$ cat src/rtl/psr_pkg.sv
package psr_pkg;
    localparam int PSR_W     = 16;
    localparam int GIE_BIT   = 11;
    localparam int LIE_BIT   = 9;
    localparam logic [PSR_W-1:0] PSR_WMASK = 16'h0EE7;
    localparam logic [PSR_W-1:0] PSR_RESET = PSR_W'(1) << LIE_BIT;
    localparam logic [PSR_W-1:0] CFG_RESET = '0;

    typedef enum logic {
        WSEL_STATUS = 1'b0,
        WSEL_CFG    = 1'b1
    } wsel_e;

    typedef struct packed {
        logic [PSR_W-1:0] status;
        logic [PSR_W-1:0] r1_data;
        logic             r1_load;
        logic             rst_seen;
    } psr_state_t;
endpackage

$ cat src/rtl/psr_irq_gate.sv
module psr_irq_gate #(
    parameter int W       = psr_pkg::PSR_W,
    parameter int GIE_POS = psr_pkg::GIE_BIT,
    parameter int LIE_POS = psr_pkg::LIE_BIT
) (
    input  logic [W-1:0] status_i,
    input  logic         mask_req_i,
    input  logic         nmi_req_i,
    output logic         accept_o,
    output logic         class_o
);
    logic mask_ok;

    always_comb begin
        mask_ok  = mask_req_i & status_i[GIE_POS] & status_i[LIE_POS];
        accept_o = nmi_req_i | mask_ok;
        // non-maskable has priority when both are taken
        class_o  = nmi_req_i;
    end
endmodule

$ cat src/rtl/psr_status_next.sv
module psr_status_next #(
    parameter int              W       = psr_pkg::PSR_W,
    parameter int              GIE_POS = psr_pkg::GIE_BIT,
    parameter logic [W-1:0]    WMASK   = psr_pkg::PSR_WMASK
) (
    input  logic [W-1:0] status_q_i,
    input  logic         enter_i,
    input  logic         return_i,
    input  logic         wr_i,
    input  logic [W-1:0] wr_data_i,
    output logic [W-1:0] status_d_o
);
    logic [W-1:0] masked_wr;
    logic [W-1:0] hw_upd;
    logic         hw_busy;

    // per-bit mask: reserved positions are tied low
    for (genvar b = 0; b < W; b++) begin : g_mask
        if (WMASK[b]) begin : g_live
            assign masked_wr[b] = wr_data_i[b];
        end else begin : g_rsvd
            assign masked_wr[b] = 1'b0;
        end
    end

    always_comb begin
        hw_busy = enter_i | return_i;
        hw_upd  = status_q_i;
        hw_upd[GIE_POS] = ~enter_i;
        if (hw_busy) begin
            status_d_o = hw_upd & WMASK;
        end else if (wr_i) begin
            status_d_o = masked_wr;
        end else begin
            status_d_o = status_q_i & WMASK;
        end
    end
endmodule

$ cat src/rtl/psr_cfg_reg.sv
module psr_cfg_reg #(
    parameter int           W     = psr_pkg::PSR_W,
    parameter logic [W-1:0] RESET = psr_pkg::CFG_RESET
) (
    input  logic         clk_i,
    input  logic         rst_i,
    input  logic         wr_i,
    input  logic [W-1:0] wr_data_i,
    output logic [W-1:0] cfg_o,
    output logic         wide_o
);
    logic [W-1:0] cfg_d;
    logic [W-1:0] cfg_q;

    always_comb begin
        cfg_d = cfg_q;
        if (rst_i) begin
            cfg_d = RESET;
        end else if (wr_i) begin
            cfg_d = wr_data_i;
        end
    end

    always_ff @(posedge clk_i) begin
        cfg_q <= cfg_d;
    end

    assign cfg_o  = cfg_q;
    assign wide_o = cfg_q[0];
endmodule

$ cat src/rtl/psr_core.sv
module psr_core
    import psr_pkg::*;
(
    input  logic              clk_i,
    input  logic              rst_i,
    input  logic              mask_req_i,
    input  logic              nmi_req_i,
    input  logic              int_enter_i,
    input  logic              int_return_i,
    input  logic              sw_wr_i,
    input  logic              sw_sel_i,
    input  logic [PSR_W-1:0]  sw_data_i,
    output logic [PSR_W-1:0]  status_o,
    output logic [PSR_W-1:0]  cfg_o,
    output logic              ibase_wide_o,
    output logic              irq_accept_o,
    output logic              irq_class_o,
    output logic [PSR_W-1:0]  r1_data_o,
    output logic              r1_load_o
);
    psr_state_t       st_d;
    psr_state_t       st_q;
    logic [PSR_W-1:0] status_nx;
    logic             wr_status;
    logic             wr_cfg;

    assign wr_status = sw_wr_i & (wsel_e'(sw_sel_i) == WSEL_STATUS);
    assign wr_cfg    = sw_wr_i & (wsel_e'(sw_sel_i) == WSEL_CFG) & ~rst_i;

    psr_irq_gate #(.W(PSR_W), .GIE_POS(GIE_BIT), .LIE_POS(LIE_BIT)) u_gate (
        .status_i   (st_q.status),
        .mask_req_i (mask_req_i),
        .nmi_req_i  (nmi_req_i),
        .accept_o   (irq_accept_o),
        .class_o    (irq_class_o)
    );

    psr_status_next #(.W(PSR_W), .GIE_POS(GIE_BIT), .WMASK(PSR_WMASK)) u_next (
        .status_q_i (st_q.status),
        .enter_i    (int_enter_i),
        .return_i   (int_return_i),
        .wr_i       (wr_status),
        .wr_data_i  (sw_data_i),
        .status_d_o (status_nx)
    );

    psr_cfg_reg #(.W(PSR_W), .RESET(CFG_RESET)) u_cfg (
        .clk_i     (clk_i),
        .rst_i     (rst_i),
        .wr_i      (wr_cfg),
        .wr_data_i (sw_data_i),
        .cfg_o     (cfg_o),
        .wide_o    (ibase_wide_o)
    );

    always_comb begin
        st_d         = st_q;
        st_d.r1_load = 1'b0;
        if (rst_i) begin
            st_d.status   = PSR_RESET;
            st_d.rst_seen = 1'b1;
            if (!st_q.rst_seen) begin
                st_d.r1_data = st_q.status;
                st_d.r1_load = 1'b1;
            end
        end else begin
            st_d.status   = status_nx;
            st_d.rst_seen = 1'b0;
        end
    end

    always_ff @(posedge clk_i) begin
        st_q <= st_d;
    end

    assign status_o  = st_q.status;
    assign r1_data_o = st_q.r1_data;
    assign r1_load_o = st_q.r1_load;
endmodule

$ cat config.mk
export PLATFORM = sky130hd
export DESIGN_NAME = psr_core
export DESIGN_NICKNAME = d
export VERILOG_FILES = /design/src/rtl/psr_pkg.sv /design/src/rtl/psr_irq_gate.sv /design/src/rtl/psr_status_next.sv /design/src/rtl/psr_cfg_reg.sv /design/src/rtl/psr_core.sv
export SDC_FILE = /design/constraint.sdc
export NUM_CORES = 1
export LEC_CHECK = 0
export BUFFER_PORTS_ARGS = -buffer_cell sky130_fd_sc_hd__buf_2
export CAP_MARGIN = 20
export CORE_ASPECT_RATIO = 0.8
export CORE_MARGIN = 3
export CORE_UTILIZATION = 50
export DETAILED_ROUTE_END_ITERATION = 7
export PLACE_DENSITY_LB_ADDON = 0.15
export SYNTH_ARGS = -nofsm -noshare
export SYNTH_HDL_FRONTEND = slang
export SYNTH_SLANG_ARGS = --single-unit
$ cat constraint.sdc
create_clock -name clk_i -period 3.7 [get_ports clk_i]
set_input_delay 0.555 -clock clk_i [delete_from_list [all_inputs] [get_ports clk_i]]
set_output_delay 0.555 -clock clk_i [all_outputs]
set_load 0.01 [all_outputs]
# ---- After elaboration in Yosys (flattened, before gate mapping)
# Index checks and enable logic that the tools add are counted.
dict set report totals {
  out_inout_bits 52
  elab_cells 27
  register_bits 42
  in_bits 24
}
dict set report op_classes {
  bitwise_logic 12
  n_reduce_logical 4
  mux 4
}
# op n
set op_table {}
lappend op_table {{$mux 12} 2}
lappend op_table {{$and 1x1->1} 5}
lappend op_table {{$not 1->1} 5}
lappend op_table {{$reduce_and 2->1} 2}
lappend op_table {{$mux 1} 2}
lappend op_table {{$or 1x1->1} 2}
lappend op_table {{$reduce_bool 2->1} 1}
lappend op_table {{$reduce_or 2->1} 1}

# ---- Depth between registers and ports, before layout
# Gate-level depths: netlist of the first run.
dict set report logic_depth {
  word_depth 4
  ltp_mapped 4
  ltp_nobuf 2
}

# ---- By module
# A second synthesis of the first run with hierarchy kept.
dict set report unflattened {
  hier_cells 162
  area_unflattened_um2 2020.7
}
# module area_each_um2 cells_each seq_area_each_um2 instances
set modules_own_cells {}
lappend modules_own_cells {psr_core 1232.4 87 840.8 1}
lappend modules_own_cells {psr_cfg_reg 588.1 53 320.3 1}
lappend modules_own_cells {psr_status_next 183.9 20 0.0 1}
lappend modules_own_cells {psr_irq_gate 16.3 2 0.0 1}

# ---- Least setup slack after synthesis of the first run
# No wires, ideal clock.
dict set report synth_timing {
  path_type {input to register}
  start {in rst_i}
  end {reg st_q, in the netlist r1_data_o[0], enable pin}
  path_slack_ns 2.015
  path_stages 2
  path_buffers 1
  setup_ns 0.375
  arrival_time_ns 1.309
  required_ns 3.325
  path_cell_list {clkbuf_1 > nor2b_1}
}
dict set report synth_between {
  elab_chain_cells 1
}
# item line_no
set synth_lines {}
lappend synth_lines {{from (decl)} psr_core.sv:5} ;# input logic rst_i,
lappend synth_lines {{$reduce_and 2->1 (no source line)} n/a}
lappend synth_lines {{to (signal assigned)} psr_core.sv:73} ;# st_q <= st_d;
lappend synth_lines {{to (decl)} psr_core.sv:22} ;# psr_state_t st_q;
# No other way between the ends.
# A chain may end at the register's enable or synchronous reset.

# ---- Worst setup path after layout of the first run
dict set report layout_timing {
  start {in sw_wr_i}
  end {reg st_q, in the netlist status_o[6]}
}
dict set report layout_between {
  elab_chain_cells 2
}
# item line_no
set layout_lines {}
lappend layout_lines {{from (decl)} psr_core.sv:10} ;# input logic sw_wr_i,
lappend layout_lines {{$and 1x1->1} psr_core.sv:27} ;# assign wr_status = sw_wr_i & (wsel_e'(sw_sel_i) == WSEL_STATUS);
lappend layout_lines {{$reduce_and 2->1 (no source line)} n/a}
# No other way between the ends.

==> results of run 1 <==
## synthesized netlist by cell type, drive strengths merged
cell type	n	area (um^2)
edfxtp	9	270
nor4b	2	32.5
mux2i	8	80.1
nor2b	2	12.5
a21oi	16	80.1
nor2	3	11.3
dfxtp	27	541
conb	1	3.75
a21bo	16	160
a31o	1	8.76
a2111oi	1	15.0
nand2b	15	93.8
buf	43	315
clkbuf	3	11.3
nand3	16	80.1
## where the power goes
part	leakage (nW)	switching [mW]	internal, mW
combinational	0.488	0.0527	0.0387
sequential	0.305	0.00666	0.418
clock	0.0541	0.143	0.199
## path summary, 6_finish.rpt
check / from / to / slack (ns)
max reg2reg: st_q[0] / r1_data_o[7] / 2.44
min: st_q[0] / r1_load_o / 0.43
min reg2reg: st_q[0] / r1_load_o / 0.43
max: sw_wr_i / status_o[6] / 1.92
## metal layers
layer | GRT usage | up-vias
met5 | 0 | -
met4 | 0.0804 | 0
met3 | 0.0512 | 5
met2 | 0.233 | 51
met1 | 0.210 | 547
li1 | - | 575
## placed cells by master (no fill, tap or decap), drive strengths merged
master    netlist  final
buf            43     61
dfxtp          27     27
nand3          16     16
a21bo          16     16
a21oi          16     16
nand2b         15     15
conb            1     14
edfxtp          9      9
mux2i           8      8
clkbuf          3      5
nor2            3      3
nor2b           2      2
nor4b           2      2
a31o            1      1
a2111oi         1      1
clkinvlp        0      1
clkinv          0      1
bufinv          0      1
## per-stage QoR
stage                     power, mW  area (um^2)  cells   util  setup slack (ns)
after floorplan               0.512         1760    176      -              2.02
after global placement        0.523         1790    231  0.565              1.70
after detailed placement      0.525         1790    231  0.565              1.62
after CTS                     0.863         1900    239  0.600              1.92
after global routing          0.893         1900    239  0.600              1.79
final                         0.859         1900    239  0.600              1.92
## cell type report
| class | instances | area [um^2] |
|---|---|---|
| Tap cell | 40 | 50.0 |
| Clock inverter | 3 | 42.5 |
| Sequential cell | 36 | 811 |
| Fill cell | 281 | 1270 |
| Timing Repair Buffer | 61 | 305 |
| Clock buffer | 5 | 68.8 |
| Multi-Input combinational cell | 94 | 627 |
## state kept, by name, summed over array words and instances (netlist names)
register	count
r1_data_o	9
r1_load_o	1
st_q	1
u_cfg.cfg_o	16
status_o	9
## worst max-delay path: stages
cell and delay [ns]:
buf_2 0.46, nor4b_4 0.69, mux2i_1 0.29
## cell families after synthesis
logic type / after synthesis
flip-flops: 36
multiplexers: 8
other: 1
AND/OR/NAND/NOR: 38
AO/OA/AOI/OAI: 34
buffers and inverters: 46
==> metrics.csv, run 1 <==
metric;value;unit
Met3 Wirelength;311;um
vias in the first global route;1071;
MaxCap Viol Count;0;
Synth Warn #;0;
initial antenna violation count;0;
TNS Setup;0;ns
clock latency at the later pin of the worst-skew pair;0.29;ns
Max Clock Skew;0.00318;ns
worst slew pin tran;0.736;ns
Peak VDD IR;0.000253;V
DRC;0;
Cell Area, Synth;1720;um^2
H-tree depth;2;
CTS tree;yes;
Clock Tree Buf Depth;2;
hpwl dp;2.27;mm
Critical Path End Type;flip-flop;
fmax;562;MHz
gr ovfl total;0;
core area;3180;um^2
Tmin final;1.78;ns
worst hold path type;reg -> reg;
outcome;complete, no violations;
Pleak;0.848;nW
Hold Buf Count CTS;0;
met2 wire len;1.40;mm
Yosys reg bits;36;
XOR/XNOR Fraction of Synth Area;0;
via count;1178;
DR top layer;met4;
TritonCTS Sinks;36;
Gate Count Post-Synth;163;
Req. time, crit path;3.91;ns
post-synth cell types;18;
Max FO, Critical Path;35;
Initial Util;0.540;
post-route ant nets;0;
Vias/cell;4.93;
Num CTS Buffers;5;
Nets;222;
Die Y;58.4;um
Synth Area in Adders;0;
Hold Violations, Final;0;
First DRT Iteration DRCs;90;
# setup viols final;0;
Post-Synth Simple-Gate Area;0.134;
Tot GR Track Use;0.158;
relative slew slack;0.508;
Arr. time, crit path;1.99;ns
drt wl/cell;13.3;um
Setup Crit Path Kind;in -> reg;
Antenna diodes;0;
mux share of post-synthesis cell area;0.0467;
CTS clk-pin slew, worst paths;0.07;ns
die area;4170;um^2
setup repair bufs after CTS;0;
R2R depth;1;
Area Growth Syn to Fin;11.0;%
number of port buffers;61;
Slew Limit Fails;0;
Final Hold Slack;0.426;ns
num rows;18;
first-pass GRT wire length;5.11;mm
fin crit share;0.481;
Mean Syn Cell Area;10.5;um^2
post-synthesis compound-gate area fraction;0.154;
DRT Pass-1 Iters;4;
CTS resizes;0;
die width;71.5;um
main combinational cell family by area after synthesis;buffers and inverters;
Pwr per Cell Area;451;nW/um^2
RSZ-0062 raised after global routing;false;
met1 WL;1.43;mm
post-synthesis sequential area ratio;0.473;
placer's final routability congestion estimate;0.815;
root buf cell;clkbuf_8;
share of cells above drive strength 1;0.442;
final wirelength;3.19;mm
CP Launch Type;input port;
largest net degree at the start of global routing;37;
Hold Path Depth;1;
I/O pin cnt;76;
(Power assumes the default switching activity.)
==> run 2: changes to the inputs <==
--- a/config.mk
+++ b/config.mk
@@ -5,11 +5,12 @@
 export SDC_FILE = /design/constraint.sdc
 export NUM_CORES = 1
 export LEC_CHECK = 0
+export ABC_AREA = 1
 export BUFFER_PORTS_ARGS = -buffer_cell sky130_fd_sc_hd__buf_2
 export CAP_MARGIN = 20
 export CORE_ASPECT_RATIO = 0.8
 export CORE_MARGIN = 3
-export CORE_UTILIZATION = 50
+export CORE_UTILIZATION = 45
 export DETAILED_ROUTE_END_ITERATION = 7
 export PLACE_DENSITY_LB_ADDON = 0.15
 export SYNTH_ARGS = -nofsm -noshare
==> constraint.sdc (replaced) <==
create_clock -name clk_i -period 1.8 [get_ports clk_i]
set_input_delay 0.27 -clock clk_i [delete_from_list [all_inputs] [get_ports clk_i]]
set_output_delay 0.27 -clock clk_i [all_outputs]
set_load 0.01 [all_outputs]
==> metrics.csv, run 2 <==
metric;value;unit;change
outcome;complete, no violations;;
Total Power;1.75;mW;+100%
cells taking the most area after synthesis;dfxtp_1 (34%), edfxtp_1 (17%), buf_4 (17%);;
initial antenna violation count;0;;unchanged
Pleak;0.897;nW;+5.8%
TritonCTS Sinks;36;;unchanged
placer's final routability congestion estimate;0.728;;-11%
cell count along the critical path;2;;-1
RR Startpoint;st_q[0];;
DRC;0;;unchanged
R2R depth;2;;+1
hpwl dp;2.38;mm;+4.8%
relative slew slack;0.607;;+0.0991
Die Y;58.9;um;+0.91%
Critical Path End Type;output port;;
Arr. time, crit path;0.98;ns;-1.01 ns
I/O pin cnt;76;;unchanged
post-synthesis sequential area ratio;0.515;;+0.0420
Worst R2R Setup Slack;0.93;ns;-1.51 ns
most frequent cells in the layout;buf_2 (61), nand2_1 (38), dfxtp_1 (27), a21oi_1 (22), nor2_1 (15);;
Yosys reg bits;36;;unchanged
Antenna diodes;0;;unchanged
Tot GR Track Use;0.149;;-0.00896
r2r endpoint;r1_data_o[5];;
Max FO, Critical Path;4;;-89%
RSZ-0062 raised after global routing;false;;
Hold Violations, Final;0;;unchanged
DRT Pass-1 Iters;4;;unchanged
placed cell areas;1690;um^2;-5.8%
First DRT Iteration DRCs;63;;-30%
num rows;18;;unchanged
root buf cell;clkbuf_8;;
CP delay by family, top;flip-flops;;
TNS Setup;0;ns;unchanged
final core utilization;0.558;;-0.0418
Initial Util;0.489;;-0.0511
Setup Crit Path Kind;reg -> out;;
Vias/cell;4.50;;-8.7%
Cell Area, Synth;1580;um^2;-8.2%
fin crit share;0.695;;
die width;72.2;um;+0.93%
vias in the first global route;1074;;+0.28%
Req. time, crit path;1.53;ns;-2.38 ns
clock latency at the later pin of the worst-skew pair;0.28;ns;about the same
Hold EP;u_cfg.cfg_o[3];;
Final Hold Slack;0.222;ns;-0.204 ns
register area;811;um^2;unchanged
max reg flops;16;;unchanged
core area;3220;um^2;+1.4%
CTS resizes;0;;unchanged
CTS tree;yes;;
most common cell after layout, fill and taps aside;buf_2;;
cell chain of the critical path;a31o_2, buf_2;;
most frequent cell after synthesis;nand2_1;;
post-synth cell types;20;;+2
via count;1193;;+1.3%
CP Launch Type;flip-flop;;
Clock Tree Buf Depth;2;;unchanged
Post-synth EDFFs;9;;unchanged
Synth area leader;dfxtp_1;;
Area Growth Syn to Fin;14.1;%;
final wirelength;3.09;mm;-3.3%
worst slew pin tran;0.588;ns;-0.148 ns
Buf+Inv Stages, Crit Path;1;;unchanged
Synth top area share;0.343;;+0.0280
die area;4250;um^2;+1.8%
post-route cell area;1800;um^2;-5.7%
Gate Count Post-Synth;182;;+12%
# setup viols final;0;;unchanged
Synth async-reset ratio;0;;unchanged
Max stage delay on crit path;0.34;ns;-0.35 ns
first-pass GRT wire length;4.95;mm;-3.2%
top cells by count, synth;nand2_1 (38), buf_4 (35), dfxtp_1 (27);;
# fillers;328;;+17%
Tmin final;1.25;ns;
placed cell count;257;;+11%
drt wl/cell;11.6;um;-13%
setup slack after layout;0.548;ns;-1.37 ns
post-route ant nets;0;;unchanged
Num CTS Buffers;5;;unchanged
Final Non-Filler Cells;265;;+11%
Synth Warn #;0;;unchanged
Hold Buf Count CTS;0;;unchanged
Max Clock Skew;0.00269;ns;-0.000489 ns
crit path max-delay cell type;dfxtp_1;;
gr ovfl total;0;;unchanged
CTS clk-pin slew, worst paths;0.07;ns;about the same
multi-input logic area;465;um^2;-26%
setup repair bufs after CTS;0;;unchanged
share of cells above drive strength 1;0.338;;-0.104
Pwr per Cell Area;973;nW/um^2;+120%
Hold Path Depth;3;;+2
number of port buffers;61;;unchanged
largest net degree at the start of global routing;18;;-51%
Place WS;0.400;ns;-1.22 ns
Nets;248;;+12%
worst hold path type;in -> reg;;
MaxCap Viol Count;0;;unchanged
Mean Syn Cell Area;8.66;um^2;-18%
fmax;799;MHz;
Peak VDD IR;0.000555;V;+120%
Slew Limit Fails;0;;unchanged
H-tree depth;2;;unchanged
min-delay src;sw_data_i[3];;
Top FF cell, synth;dfxtp_1;;
[run 2: cell count changes in the layout (fill, tap and decap cells not counted), sizes merged, moves of 8 or more]
cell,before,now
nand2b,15,0
inv,0,12
mux2i,8,0
nand2,0,39
nor2,3,17
a21bo,16,0
[run 2: kinds of logic (layout without fill, tap and decap cells)]
group / Yosys count / count (layout) / share of synthesized area
buf+inv: 53 / 83 / 0.221
simple gates: 67 / 67 / 0.180
compound gates: 25 / 25 / 0.0818
flops: 36 / 36 / 0.515
other cells: 1 / 14 / 0.00238
[run 2: layer usage]
metal  up-vias  share of wire  track usage  routed length, um
met5         -              0            0                  0
met4         0         0.0052       0.0402                 16
met3         3          0.091       0.0478                280
met2        51           0.45        0.240               1380
met1       529           0.46        0.195               1410
li1        610              -            -                  -
[run 2: how the worst max path moves through the flow]
stage                       from      endpoint
floorplan                  rst_i  r1_data_o[0]
global route        status_o[11]  irq_accept_o
global placement           rst_i  r1_data_o[5]
finish              status_o[11]  irq_accept_o
detailed placement         rst_i  r1_data_o[2]
CTS                 status_o[11]  irq_accept_o
[run 2: worst reg2reg max path, delay by kind of cell (launching register included)]
kind / cells / cell delay [ns]
flops: 1 / 0.31
simple gates: 1 / 0.09
buf+inv: 1 / 0.18
[run 2: final cells by class]
cell class | instances | share of cell area
flip-flops and latches | 36 | 0.451
multi-input cells | 106 | 0.259
repair buffers | 62 | 0.174
clock buffers | 6 | 0.0404
inverters | 13 | 0.0279
well taps | 40 | 0.0279
clock inverters | 2 | 0.0195
[run 2: power by group]
group	internal, mW	switching, mW	leakage (nW)
logic	0.0693	0.116	0.536
clock network	0.411	0.270	0.0552
registers	0.864	0.0178	0.306
total	1.34	0.404	0.897
